--- config.mk ---
export PLATFORM = sky130hd
export DESIGN_NAME = ppio_ctrl
export DESIGN_NICKNAME = d
export VERILOG_FILES = /design/src/rtl/ppio_pkg.sv /design/src/rtl/ppio_bus_if.sv /design/src/rtl/ppio_ctrl_reg.sv /design/src/rtl/ppio_lane.sv /design/src/rtl/ppio_ctrl.sv
export SDC_FILE = /design/constraint.sdc
export NUM_CORES = 1
export LEC_CHECK = 0
export BUFFER_PORTS_ARGS = -buffer_cell sky130_fd_sc_hd__buf_4
export CAP_MARGIN = 20
export CORE_MARGIN = 5
export CORE_UTILIZATION = 45
export CTS_CLUSTER_SIZE = 16
export DETAILED_ROUTE_END_ITERATION = 8
export GPL_TIMING_DRIVEN = 0
export PLACE_DENSITY_LB_ADDON = 0.08
export RECOVER_POWER = 25
export SYNTH_ARGS = -nofsm -noshare
export SYNTH_HDL_FRONTEND = slang
export SYNTH_SLANG_ARGS = --single-unit
--- constraint.sdc ---
create_clock -name clk -period 2.36 [get_ports clk]
set_input_delay 0.118 -clock clk [delete_from_list [all_inputs] [get_ports clk]]
set_output_delay 0.118 -clock clk [all_outputs]
set_load 0.01 [all_outputs]
--- src/rtl/ppio_pkg.sv ---
package ppio_pkg;
  localparam int DATA_W = 8;
  localparam int ADDR_W = 2;
  localparam int BIT_IDX_W = 3;

  typedef enum logic [ADDR_W-1:0] {
    SEL_PA   = 2'd0,
    SEL_PB   = 2'd1,
    SEL_PC   = 2'd2,
    SEL_CTRL = 2'd3
  } port_sel_e;

  // control word field positions
  localparam int CW_KIND  = 7;
  localparam int CW_DIR_A = 4;
  localparam int CW_DIR_H = 3;
  localparam int CW_DIR_B = 1;
  localparam int CW_DIR_L = 0;
  localparam int CW_IDX_LO = 1;
  localparam int CW_VAL   = 0;

  // all groups input after reset
  localparam logic [DATA_W-1:0] CW_RESET = 8'h9B;

  typedef struct packed {
    logic in_a;
    logic in_b;
    logic in_chi;
    logic in_clo;
  } dir_cfg_t;

  function automatic dir_cfg_t decode_dirs(input logic [DATA_W-1:0] cw);
    dir_cfg_t d;
    d.in_a   = cw[CW_DIR_A];
    d.in_b   = cw[CW_DIR_B];
    d.in_chi = cw[CW_DIR_H];
    d.in_clo = cw[CW_DIR_L];
    return d;
  endfunction
endpackage

--- src/rtl/ppio_bus_if.sv ---
module ppio_bus_if
  import ppio_pkg::*;
#(
  parameter int DW = DATA_W,
  parameter int AW = ADDR_W
) (
  input  logic          clk,
  input  logic          rst,
  input  logic          cs_n,
  input  logic          rd_n,
  input  logic          wr_n,
  input  logic [AW-1:0] addr,
  input  logic [DW-1:0] din,
  output logic          wr_pulse,
  output port_sel_e     sel,
  output logic [DW-1:0] wr_data,
  output logic          rd_act
);
  logic wr_act;
  logic wr_act_q;

  assign wr_act  = !cs_n && !wr_n;
  assign rd_act  = !cs_n && !rd_n && wr_n;
  assign sel     = port_sel_e'(addr);
  assign wr_data = din;

  always_ff @(posedge clk) begin
    if (rst) wr_act_q <= 1'b0;
    else     wr_act_q <= wr_act;
  end

  // one commit per strobe: only the first active edge counts
  assign wr_pulse = wr_act && !wr_act_q;
endmodule

--- src/rtl/ppio_ctrl_reg.sv ---
module ppio_ctrl_reg
  import ppio_pkg::*;
#(
  parameter int DW = DATA_W,
  parameter int IW = BIT_IDX_W
) (
  input  logic          clk,
  input  logic          rst,
  input  logic          wr_pulse,
  input  port_sel_e     sel,
  input  logic [DW-1:0] wr_data,
  output logic [DW-1:0] mode_q,
  output logic          mode_load,
  output logic          bit_en,
  output logic [IW-1:0] bit_idx,
  output logic          bit_val,
  output dir_cfg_t      dirs
);
  logic ctrl_wr;

  assign ctrl_wr   = wr_pulse && (sel == SEL_CTRL);
  assign mode_load = ctrl_wr && wr_data[CW_KIND];
  assign bit_en    = ctrl_wr && !wr_data[CW_KIND];
  assign bit_idx   = wr_data[CW_IDX_LO +: IW];
  assign bit_val   = wr_data[CW_VAL];

  always_ff @(posedge clk) begin
    if (rst)            mode_q <= CW_RESET;
    else if (mode_load) mode_q <= wr_data;
  end

  assign dirs = decode_dirs(mode_q);
endmodule

--- src/rtl/ppio_lane.sv ---
module ppio_lane #(
  parameter int W  = 8,
  parameter int LO = 0,
  parameter int IW = 3
) (
  input  logic          clk,
  input  logic          rst,
  input  logic          clr,
  input  logic          load,
  input  logic [W-1:0]  load_data,
  input  logic          bit_en,
  input  logic [IW-1:0] bit_idx,
  input  logic          bit_val,
  input  logic          is_in,
  input  logic [W-1:0]  pin_in,
  output logic [W-1:0]  latch_q,
  output logic [W-1:0]  oe,
  output logic [W-1:0]  rd_val
);
  localparam int OW = (W > 1) ? $clog2(W) : 1;
  localparam int HI = LO + W;
  localparam logic [IW-1:0] LO_V = IW'(LO);

  logic          hit;
  logic [IW-1:0] off;

  assign hit = bit_en && (int'(bit_idx) >= LO) && (int'(bit_idx) < HI);
  assign off = bit_idx - LO_V;

  always_ff @(posedge clk) begin
    if (rst)       latch_q <= '0;
    else if (clr)  latch_q <= '0;
    else if (load) latch_q <= load_data;
    else if (hit)  latch_q[off[OW-1:0]] <= bit_val;
  end

  assign oe     = {W{!is_in}};
  assign rd_val = is_in ? pin_in : latch_q;
endmodule

--- src/rtl/ppio_ctrl.sv ---
module ppio_ctrl
  import ppio_pkg::*;
#(
  parameter int DW = DATA_W,
  parameter int AW = ADDR_W
) (
  input  logic          clk,
  input  logic          rst,
  input  logic          bus_cs_n,
  input  logic          bus_rd_n,
  input  logic          bus_wr_n,
  input  logic [AW-1:0] bus_addr,
  input  logic [DW-1:0] bus_din,
  output logic [DW-1:0] bus_dout,
  output logic          bus_dout_en,
  input  logic [DW-1:0] pa_in,
  output logic [DW-1:0] pa_out,
  output logic [DW-1:0] pa_oe,
  input  logic [DW-1:0] pb_in,
  output logic [DW-1:0] pb_out,
  output logic [DW-1:0] pb_oe,
  input  logic [DW-1:0] pc_in,
  output logic [DW-1:0] pc_out,
  output logic [DW-1:0] pc_oe
);
  localparam int HW = DW / 2;
  localparam int IW = $clog2(DW);

  logic          wr_pulse, rd_act;
  port_sel_e     sel;
  logic [DW-1:0] wr_data;
  logic [DW-1:0] mode_q;
  logic          mode_load, bit_en, bit_val;
  logic [IW-1:0] bit_idx;
  dir_cfg_t      dirs;

  logic [DW-1:0] a_rd, b_rd;
  logic [HW-1:0] ch_rd, cl_rd;

  ppio_bus_if #(.DW(DW), .AW(AW)) u_bus (
    .clk(clk), .rst(rst), .cs_n(bus_cs_n), .rd_n(bus_rd_n), .wr_n(bus_wr_n),
    .addr(bus_addr), .din(bus_din), .wr_pulse(wr_pulse), .sel(sel),
    .wr_data(wr_data), .rd_act(rd_act)
  );

  ppio_ctrl_reg #(.DW(DW), .IW(IW)) u_ctrl (
    .clk(clk), .rst(rst), .wr_pulse(wr_pulse), .sel(sel), .wr_data(wr_data),
    .mode_q(mode_q), .mode_load(mode_load), .bit_en(bit_en),
    .bit_idx(bit_idx), .bit_val(bit_val), .dirs(dirs)
  );

  ppio_lane #(.W(DW), .LO(0), .IW(IW)) u_lane_a (
    .clk(clk), .rst(rst), .clr(mode_load),
    .load(wr_pulse && sel == SEL_PA), .load_data(wr_data),
    .bit_en(1'b0), .bit_idx(bit_idx), .bit_val(bit_val),
    .is_in(dirs.in_a), .pin_in(pa_in),
    .latch_q(pa_out), .oe(pa_oe), .rd_val(a_rd)
  );

  ppio_lane #(.W(DW), .LO(0), .IW(IW)) u_lane_b (
    .clk(clk), .rst(rst), .clr(mode_load),
    .load(wr_pulse && sel == SEL_PB), .load_data(wr_data),
    .bit_en(1'b0), .bit_idx(bit_idx), .bit_val(bit_val),
    .is_in(dirs.in_b), .pin_in(pb_in),
    .latch_q(pb_out), .oe(pb_oe), .rd_val(b_rd)
  );

  // port C: two nibble lanes, each answering single-bit commands in its range
  ppio_lane #(.W(HW), .LO(HW), .IW(IW)) u_lane_ch (
    .clk(clk), .rst(rst), .clr(mode_load),
    .load(wr_pulse && sel == SEL_PC), .load_data(wr_data[DW-1:HW]),
    .bit_en(bit_en), .bit_idx(bit_idx), .bit_val(bit_val),
    .is_in(dirs.in_chi), .pin_in(pc_in[DW-1:HW]),
    .latch_q(pc_out[DW-1:HW]), .oe(pc_oe[DW-1:HW]), .rd_val(ch_rd)
  );

  ppio_lane #(.W(HW), .LO(0), .IW(IW)) u_lane_cl (
    .clk(clk), .rst(rst), .clr(mode_load),
    .load(wr_pulse && sel == SEL_PC), .load_data(wr_data[HW-1:0]),
    .bit_en(bit_en), .bit_idx(bit_idx), .bit_val(bit_val),
    .is_in(dirs.in_clo), .pin_in(pc_in[HW-1:0]),
    .latch_q(pc_out[HW-1:0]), .oe(pc_oe[HW-1:0]), .rd_val(cl_rd)
  );

  logic [DW-1:0] rd_mux;

  always_comb begin
    unique case (sel)
      SEL_PA:   rd_mux = a_rd;
      SEL_PB:   rd_mux = b_rd;
      SEL_PC:   rd_mux = {ch_rd, cl_rd};
      default:  rd_mux = mode_q;
    endcase
  end

  always_ff @(posedge clk) begin
    if (rst) begin
      bus_dout    <= '0;
      bus_dout_en <= 1'b0;
    end else begin
      bus_dout    <= rd_act ? rd_mux : '0;
      bus_dout_en <= rd_act;
    end
  end
endmodule

# Word-level counts from Yosys, hierarchy flattened

Cells that the tools add are included.

Logic and storage cells: 62
Output and inout bits: 57
Register bits: 42
Input port bits: 39

Equal/unequal tests: 3
Magnitude comparators: 6
Add/subtract/negate cells: 1
Bitwise logic cells: 1
Reductions and logical operators: 28
Multiplexer cells: 15

Operator list:

| operator              | count |
|---|---|
| $mux W4               | 6 |
| $pmux W8 S3           | 1 |
| $mux W8               | 2 |
| $logic_and A1 B1 Y1   | 14 |
| $logic_not A1 Y1      | 9 |
| $bwmux W4             | 2 |
| $lt A2 B3 Y1 const B  | 2 |
| $demux W1 S2          | 2 |
| $eq A2 B2 Y1 const B  | 2 |
| $ge A2 B1 Y1 const B  | 2 |
| $reduce_bool A2 Y1    | 2 |
| $reduce_or A2 Y1      | 2 |
| $ge A3 B3 Y1 const B  | 1 |
| $lt A3 B3 Y1 const B  | 1 |
| $eq A2 B1 Y1 const B  | 1 |
| $logic_not A2 Y1      | 1 |
| $mux W1               | 2 |
| $sub A2 B1 Y2 const B | 1 |
| $not A1 Y1            | 1 |

# Depth between registers and ports, before layout

Gate-level depths: netlist (run 1).

Depth after elaboration: 8
Depth in mapped cells: 7
Mapped depth without buffers: 4

# Hierarchy

Synthesis (run 1) repeated with hierarchy kept, for this count alone.

Cells, all modules: 283
Area total of the unflattened synthesis: 2,737.6 um2

By module, submodules not included:

| module                    | cells an instance | area an instance (um2) | sequential area each (um2) | instances |
|---|---|---|---|---|
| ppio_lane at u_lane_a ... | 61                | 589.3                  | 160.2                      | 2 |
| ppio_ctrl                 | 43                | 474.2                  | 180.2                      | 1 |
| ppio_ctrl_reg             | 43                | 399.1                  | 160.2                      | 1 |
| ppio_lane at u_lane_cl    | 31                | 292.8                  | 80.1                       | 1 |
| ppio_lane at u_lane_ch    | 30                | 275.3                  | 80.1                       | 1 |
| ppio_bus_if               | 14                | 117.6                  | 20.0                       | 1 |

# Worst setup path before layout (run 1)

Ideal clock, no wire load.

Kind: flip-flop to flip-flop
Start point: register u_bus.wr_act_q
End point: register u_lane_a.latch_q[0]
Setup slack: 0.891 ns
Data required time: 2.245 ns
Buffers on the path: 1
Library setup time: 0.115 ns
Cell stages (with the launch flop): 6
Data arrival time: 1.354 ns
Clock period less this slack: 1.469 ns
Cell sequence: dfxtp_1 > or3_1 > buf_2 > nor3_4 > mux2i_1 > nor2_2

Longest elaborated chain between the ends: 5
Elaborated cells on any way between the ends: 6
Classes of those cells: reduce/logical (6)

RTL lines:

| item                              | line                | text |
|---|---|---|
| start, declared                   | ppio_bus_if.sv:20   | `logic wr_act_q;` |
| start signal, assigned            | ppio_bus_if.sv:29   | `else wr_act_q <= wr_act;` |
| $logic_not A1 Y1 *                | ppio_bus_if.sv:33   | `assign wr_pulse = wr_act && !wr_act_q;` |
| $logic_and A1 B1 Y1 *             | ppio_bus_if.sv:33   |  |
| $logic_and A1 B1 Y1               | ppio_ctrl_reg.sv:21 | `assign ctrl_wr = wr_pulse && (sel == SEL_CTRL);` |
| $logic_and A1 B1 Y1               | ppio_ctrl_reg.sv:22 | `assign mode_load = ctrl_wr && wr_data[CW_KIND];` |
| $reduce_or A2 Y1 (no source line) | -                   |  |
| end signal, assigned              | ppio_lane.sv:33     | `else if (load) latch_q <= load_data;` |
| end signal, assigned by index     | ppio_lane.sv:34     | `else if (hit) latch_q[off[OW-1:0]] <= bit_val;` |
| end, declared                     | ppio_lane.sv:16     | `output logic [W-1:0] latch_q,` |

Every way passes the cells marked *; elsewhere a longest branch is shown, timed or not.
A chain may end at the register's enable or synchronous reset.

# Worst setup path in the final report (run 1)

Start point: input bus_wr_n
End point: register u_lane_a.latch_q[1]

Longest elaborated chain between the ends: 6
Elaborated cells on any way between the ends: 7
Classes of those cells: reduce/logical (7)

RTL lines:

| item                              | line                | text |
|---|---|---|
| start, declared                   | ppio_ctrl.sv:11     | `input logic bus_wr_n,` |
| $logic_not A1 Y1 *                | ppio_bus_if.sv:22   | `assign wr_act = !cs_n && !wr_n;` |
| $logic_and A1 B1 Y1 *             | ppio_bus_if.sv:22   |  |
| $logic_and A1 B1 Y1 *             | ppio_bus_if.sv:33   |  |
| $logic_and A1 B1 Y1               | ppio_ctrl_reg.sv:21 |  |
| $logic_and A1 B1 Y1               | ppio_ctrl_reg.sv:22 |  |
| $reduce_or A2 Y1 (no source line) | -                   |  |

Marked as above.

==> results.sh, run 1 <==
export IMPL_maxCapViolCount=0
export IMPL_synthesis_nets=275
export IMPL_max_vdd_ir_drop_mv=0.426
export IMPL_syn_to_final_growth_pct=35.0
export IMPL_final_core_utilization_pct=63.5
export IMPL_yosysUniqueCellTypes=36
export IMPL_floorplan_die_area_um2=6520
export IMPL_share_seq_of_total_power_pct=50.0
export IMPL_max_clock_freq_ghz=0.516
export IMPL_timing_final_hold_violations=0
export IMPL_crit_arrival_ps=2130
export IMPL_crit_buf_inv=3
export IMPL_totalPowerFinal_mw=1.47
export IMPL_path_clk_slew_ps=80
export IMPL_drt_first_iter_violations=79
export IMPL_pwr_share_clk_pct=33.3
export IMPL_combPwrFrac_pct=16.8
export IMPL_ys_seq_area_share_pct=37.3
export IMPL_setup_worst_path_end_class="register"
export IMPL_ctsRootBufferMaster="sky130_fd_sc_hd__clkbuf_8"
export IMPL_tritoncts_buffer_count=5
export IMPL_io_buffers=91
export IMPL_setup_total_negative_slack_ps=0
export IMPL_globalRouteOverflowTotal=0
export IMPL_worst_setup_slack_final_ps=422
export IMPL_route_detailed_wl_per_inst_um=15.8
export IMPL_power_switching_mw=0.380
export IMPL_number_of_antenna_violations_at_the_first_check_in_global_routing=0
export IMPL_worst_slew_pin_transition_ps=627
export IMPL_detailed_placement_hpwl_mm=4.84
export IMPL_cp_slowest_stage_delay_ps=540
export IMPL_grt_start_max_net_pins=13
export IMPL_timing_critical_path_fanout_max=8
export IMPL_dpl_cells=394
export IMPL_vias_per_cell=5.01
export IMPL_synth_area_leaders="sky130_fd_sc_hd__dfxtp_1 37%, sky130_fd_sc_hd__mux2i_1 19%, sky130_fd_sc_hd__buf_4 7.0%"
export IMPL_antenna_cells_inserted=0
export IMPL_floorplan_rows=25
export IMPL_setup_worst_path_start_class="primary input"
export IMPL_postLayoutCellArea_um2=3040
export IMPL_crit_required_ps=2550
export IMPL_firstDrtPassIters=4
export IMPL_core_um2=4790
export IMPL_postRouteWirelength_mm=6.39
export IMPL_global_route_wire_length_before_repair_mm=9.84
export IMPL_post_synth_top_area_fraction_pct=37.3
export IMPL_starting_density_pct=47.1
export IMPL_category_of_the_critical_setup_timing_path="primary input to register"
export IMPL_final_max_slew_violation_count=0
export IMPL_number_of_clock_sinks=42
export IMPL_placed_cell_area_um2=3020
export IMPL_leakage_power_nw=1.52
export IMPL_layout_drive_gt1_share_pct=36.8
export IMPL_hold_path_class="primary input to register"
export IMPL_post_cts_buffers=0
export IMPL_p_int_mw=1.09
export IMPL_relSlewSlack_pct=58.1
export IMPL_cp_slowest_cell="sky130_fd_sc_hd__dlygate4sd3_1"
export IMPL_post_synth_instance_area_um2=2250
export IMPL_detail_route_drc_violations=0
export IMPL_clk_path_buf_depth=2
export IMPL_final_cells=404
export IMPL_timing_final_crit_share_pct=82.1
export IMPL_status="completed"
export IMPL_preCtsSetupSlack_ps=658
export IMPL_clock_skew_ps=5.86
export IMPL_tritoncts="yes"
export IMPL_hold_slack_ps=70.2
export IMPL_grt_util_all_layers_pct=20.0
export IMPL_clock_latency_ps=300
export IMPL_die_h_um=80.7
export IMPL_die_width_um=80.7
export IMPL_syn_area_per_cell_um2=9.54
export IMPL_num_nets_final=375
export IMPL_p_per_area_nw_per_um2=483
export IMPL_worst_path_dominant_cell_family="simple AND/OR/NAND/NOR gates"
export IMPL_ioPinCount=96
export IMPL_finalSetupViolCount=0
export IMPL_vias=2026
export IMPL_grt_pass1_vias=1907
export IMPL_sw_frac_of_total_pct=25.9
export IMPL_yosysTopAreaCell="sky130_fd_sc_hd__dfxtp_1"
export IMPL_worstPathCellList="dlygate4sd3_1 -> buf_4 -> or3_1 -> buf_2 -> nor3_4 -> mux2i_1 -> nor2_2"
export IMPL_synth_yosys_warnings=0
export IMPL_grt_setup_unrepaired="false"
export IMPL_yosys_register_bits=42
export IMPL_finalWorstPathRequiredPeriod_ps=1940
export IMPL_htree_num_levels=2
export IMPL_finalWeightedCongestion=0.857
export IMPL_number_of_cells_produced_by_synthesis=236
export IMPL_antenna_left=0
[path summary, 6_finish.rpt]
kind / startpoint / to / slack (ps) / cells after the start
setup reg to reg: u_bus.wr_act_q / u_lane_a.latch_q[1] / 650 / 5
setup / recovery: bus_wr_n / u_lane_a.latch_q[1] / 420 / 7
hold / removal: bus_din[4] / u_ctrl.mode_q[4] / 70 / 2
hold reg to reg: u_ctrl.mode_q[7] / u_ctrl.mode_q[7] / 430 / 2
[layout by cell type (no fill, tap or decap), types with 2 or more instances in the layout]
cell and count:
sky130_fd_sc_hd__nand4_1 2, sky130_fd_sc_hd__a211o_1 5, sky130_fd_sc_hd__a21oi_1 14, sky130_fd_sc_hd__buf_6 2, sky130_fd_sc_hd__clkbuf_8 6, sky130_fd_sc_hd__nand3_1 4, sky130_fd_sc_hd__nor2b_1 3, sky130_fd_sc_hd__o21ai_0 8
sky130_fd_sc_hd__dfxtp_1 42, sky130_fd_sc_hd__nor3_1 3, sky130_fd_sc_hd__buf_2 7, sky130_fd_sc_hd__nand2_1 2, sky130_fd_sc_hd__dlygate4sd3_1 2, sky130_fd_sc_hd__or3_1 2, sky130_fd_sc_hd__inv_1 11, sky130_fd_sc_hd__buf_4 88
sky130_fd_sc_hd__o2bb2ai_1 2, sky130_fd_sc_hd__nor2_1 25, sky130_fd_sc_hd__nor2_2 8, sky130_fd_sc_hd__nand3b_1 2, sky130_fd_sc_hd__and2_1 2, sky130_fd_sc_hd__nor4_1 2, sky130_fd_sc_hd__mux4_2 7, sky130_fd_sc_hd__clkbuf_1 32
sky130_fd_sc_hd__mux2i_1 42
[what timing repair did]
action | in CTS | in global routing
hold buffers | 2 | 0
resized for setup | 0 | 0
endpoints found under the hold margin | 1 | 0
[cell type report]
type	count	area [µm²]
buffer	39	250
clock buffer	7	86.3
clock inverter	1	5.00
fill	448	1750
inverter	11	41.3
multi-input combinational	144	1120
sequential	42	841
tap	67	83.8
timing repair buffer	93	613
[synthesized netlist by cell type]
cell type                   count
sky130_fd_sc_hd__nor3_1         3
sky130_fd_sc_hd__o2bb2ai_1      2
sky130_fd_sc_hd__or2_2          1
sky130_fd_sc_hd__and2_1         2
sky130_fd_sc_hd__clkbuf_1       7
sky130_fd_sc_hd__o22ai_1        1
sky130_fd_sc_hd__nand3_1        4
sky130_fd_sc_hd__buf_6          2
sky130_fd_sc_hd__nor2_1        25
sky130_fd_sc_hd__inv_1         11
sky130_fd_sc_hd__mux4_2         7
sky130_fd_sc_hd__o41ai_1        1
sky130_fd_sc_hd__a211o_1        5
sky130_fd_sc_hd__buf_1          1
sky130_fd_sc_hd__nor2_2         8
sky130_fd_sc_hd__nor3b_1        1
sky130_fd_sc_hd__o21ai_0        8
sky130_fd_sc_hd__and3_4         1
sky130_fd_sc_hd__dfxtp_1       42
sky130_fd_sc_hd__nor3_4         1
sky130_fd_sc_hd__buf_4         21
sky130_fd_sc_hd__clkbuf_2       1
sky130_fd_sc_hd__a21oi_1       14
sky130_fd_sc_hd__or4b_2         1
sky130_fd_sc_hd__or3_1          2
sky130_fd_sc_hd__nand4b_1       1
sky130_fd_sc_hd__a311oi_1       1
sky130_fd_sc_hd__nand4_1        2
sky130_fd_sc_hd__nand2_1        2
sky130_fd_sc_hd__nor2b_1        3
sky130_fd_sc_hd__mux2i_1       42
sky130_fd_sc_hd__o311ai_0       1
sky130_fd_sc_hd__buf_2          7
sky130_fd_sc_hd__a211oi_1       1
sky130_fd_sc_hd__nor4_1         2
sky130_fd_sc_hd__nand3b_1       2
[routing by layer]
metal	track usage, %	routed length, µm	up-vias	part of all wire [%]
met3	4.55	462	9	7.2
met1	26.1	2860	929	45
met2	33.0	2970	82	47
met5	0	0	-	0
met4	6.08	91	0	1.4
li1	-	-	1006	-
[sequential cells by signal, indices dropped and copies added, names as in the netlist]
signal / flops
u_bus.wr_act_q: 1
u_lane_b.latch_q: 8
bus_dout: 8
bus_dout_en: 1
u_lane_cl.latch_q: 4
u_lane_a.latch_q: 8
u_lane_ch.latch_q: 4
u_ctrl.mode_q: 8
[power groups by stage]
stage / logic, mW / registers (mW) / clock network, mW
floorplan: 0.134 / 0.754 / 0
global placement: 0.250 / 0.750 / 0
detailed placement: 0.253 / 0.750 / 0
CTS: 0.255 / 0.734 / 0.497
global route: 0.269 / 0.736 / 0.525
finish: 0.246 / 0.734 / 0.488
[logic make-up after synthesis]
kind of cell / synth area share, %
flops: 37.3
buf+inv: 12.9
compound gates: 9.39
mux: 25.7
simple gates: 14.7
Power figures use the tool's default switching activity.
==> inputs of run 2 (changes only) <==
==> constraint.sdc (replaced) <==
create_clock -name clk -period 1.86 [get_ports clk]
set_input_delay 0.093 -clock clk [delete_from_list [all_inputs] [get_ports clk]]
set_output_delay 0.093 -clock clk [all_outputs]
set_load 0.01 [all_outputs]
==> run 2 against run 1 <==
Total power rose by 27%. Combinational power up 27%. Count of clock-buffer cells in the layout did not move. First-iteration DRC count shrank 15%. Utilization did not move. Via count increased by 0.35%. Hold slack got worse by 29 ps. Cell count unchanged. Design area stayed put. Flip-flop and latch count unchanged.
==> results.sh, run 2 (synthesized netlist as in run 1, its figures left out) <==
export IMPL_setup_worst_path_start_class="register"
export IMPL_ff2ff_path_depth=5
export IMPL_globalRouteOverflowTotal=0
export IMPL_totalPowerFinal_mw=1.87
export IMPL_leakage_power_nw=1.52
export IMPL_detail_route_drc_violations=0
export IMPL_power_switching_mw=0.486
export IMPL_detailed_placement_hpwl_mm=4.84
export IMPL_crit_reg2reg_capture="u_lane_a.latch_q[1]"
export IMPL_vias_per_cell=5.03
export IMPL_firstDrtPassIters=4
export IMPL_final_max_slew_violation_count=0
export IMPL_max_clock_freq_ghz=0.588
export IMPL_p_per_area_nw_per_um2=614
export IMPL_tritoncts="yes"
export IMPL_postRouteWirelength_mm=6.44
export IMPL_cp_slowest_cell="sky130_fd_sc_hd__nor3_4"
export IMPL_number_of_antenna_violations_at_the_first_check_in_global_routing=0
export IMPL_sw_frac_of_total_pct=26.1
export IMPL_post_cts_resized=0
export IMPL_whs_endpoint="u_ctrl.mode_q[4]"
export IMPL_layout_drive_gt1_share_pct=36.8
export IMPL_clk_path_buf_depth=2
export IMPL_number_of_clock_sinks=42
export IMPL_combPwrFrac_pct=16.8
export IMPL_timing_final_crit_share_pct=91.5
export IMPL_mostFrequentLayoutCells="88 x sky130_fd_sc_hd__buf_4, 42 x sky130_fd_sc_hd__mux2i_1, 42 x sky130_fd_sc_hd__dfxtp_1"
export IMPL_setup_total_negative_slack_ps=0
export IMPL_drt_first_iter_violations=67
export IMPL_timing_final_hold_violations=0
export IMPL_vias=2033
export IMPL_timing_critical_path_fanout_max=8
export IMPL_grt_start_max_net_pins=13
export IMPL_cp_slowest_stage_delay_ps=490
export IMPL_nFillCells=448
export IMPL_route_detailed_wl_per_inst_um=15.9
export IMPL_clock_latency_ps=300
export IMPL_share_seq_of_total_power_pct=49.8
export IMPL_relSlewSlack_pct=58.7
export IMPL_path_clk_slew_ps=80
export IMPL_die_width_um=80.7
export IMPL_maxCapViolCount=0
export IMPL_floorplan_die_area_um2=6520
export IMPL_antenna_left=0
export IMPL_final_core_utilization_pct=63.5
export IMPL_placed_cell_area_um2=3020
export IMPL_dpl_cells=394
export IMPL_p_int_mw=1.38
export IMPL_ioPinCount=96
export IMPL_crit_arrival_ps=1900
export IMPL_crit_required_ps=2050
export IMPL_tritoncts_buffer_count=5
export IMPL_postLayoutCellArea_um2=3040
export IMPL_layout_commonest_cell="sky130_fd_sc_hd__buf_4"
export IMPL_floorplan_rows=25
export IMPL_finalWorstPathRequiredPeriod_ps=1700
export IMPL_htree_num_levels=2
export IMPL_grt_util_all_layers_pct=20.2
export IMPL_hold_depth=2
export IMPL_crit_reg_reg_startpoint="u_bus.wr_act_q"
export IMPL_hold_path_startpoint="bus_din[4]"
export IMPL_starting_density_pct=47.1
export IMPL_status="completed"
export IMPL_worstPathCellList="or3_1 -> buf_2 -> nor3_4 -> mux2i_1 -> nor2_2"
export IMPL_ctsRootBufferMaster="sky130_fd_sc_hd__clkbuf_8"
export IMPL_category_of_the_critical_setup_timing_path="register to register"
export IMPL_clock_skew_ps=6.93
export IMPL_global_route_wire_length_before_repair_mm=9.92
export IMPL_ff2ff_setup_slack_ps=160
export IMPL_antenna_cells_inserted=0
export IMPL_worst_slew_pin_transition_ps=618
export IMPL_max_vdd_ir_drop_mv=0.545
export IMPL_grt_pass1_vias=1918
export IMPL_io_buffers=91
export IMPL_die_h_um=80.7
export IMPL_pwr_share_clk_pct=33.4
export IMPL_finalSetupViolCount=0
export IMPL_final_cells=404
export IMPL_core_um2=4790
export IMPL_num_nets_final=375
export IMPL_finalWeightedCongestion=0.857
export IMPL_setup_worst_path_end_class="register"
export IMPL_grt_setup_unrepaired="false"
export IMPL_hold_path_class="primary input to register"
export IMPL_syn_to_final_growth_pct=35.0
## run 2: cell counts in the layout (fill, tap and decap cells not counted)
No cell type changed its count.
## run 2: how the worst max path moves through the flow
stage | slack, ps | endpoint | cells past startpoint | from
floorplan | 390 | u_lane_a.latch_q[0] | 5 | u_bus.wr_act_q
global placement | 210 | u_lane_a.latch_q[6] | 5 | u_bus.wr_act_q
detailed placement | 170 | u_lane_a.latch_q[1] | 5 | u_bus.wr_act_q
CTS | 140 | u_lane_a.latch_q[1] | 5 | u_bus.wr_act_q
global route | 80 | u_lane_a.latch_q[1] | 5 | u_bus.wr_act_q
finish | 160 | u_lane_a.latch_q[1] | 5 | u_bus.wr_act_q
## run 2: layout make-up
class                           count  area (µm²)  share of cell area (%)
Clock inverter                      1        5.00                   0.165
Inverter                           11        41.3                    1.36
Buffer                             39         250                    8.23
Sequential cell                    42         841                    27.7
Timing Repair Buffer               93         613                    20.2
Tap cell                           67        83.8                    2.76
Multi-Input combinational cell    144        1120                    36.8
Clock buffer                        7        86.3                    2.84
## run 2: per-layer routing
layer,GRT usage [%],share of wire (%)
met5,0,0
met4,6.08,1.4
met3,4.55,7.7
met2,33.8,47
met1,26.1,44
## run 2: worst max-delay path: cells and delay by family, from the launching register on
kind          cells  cell delay [ps]
flops             1              320
simple gates      3              830
mux               1              290
buf+inv           1              170
## run 2: what timing repair did
item | 4_1_cts | 5_1_grt
hold buffers | 2 | 0
buffers inserted | 0 | 0
endpoints found under the hold margin | 1 | 0
## run 2: metrics by stage
| step | hold slack, ps | worst slack, ps |
|---|---|---|
| floorplan | 170 | 391 |
| global placement | 283 | 210 |
| detailed placement | 294 | 169 |
| CTS | 35.8 | 144 |
| global route | 48.1 | 79.5 |
| finish | 41.1 | 159 |
## run 2: power by group through the flow
stage / clock [mW] / sequential (mW) / combinational, mW
2_1_floorplan: 0 / 0.957 / 0.170
3_3_place_gp: 0 / 0.952 / 0.317
3_5_place_dp: 0 / 0.952 / 0.321
4_1_cts: 0.631 / 0.931 / 0.324
5_1_grt: 0.667 / 0.933 / 0.341
6_report: 0.623 / 0.931 / 0.313
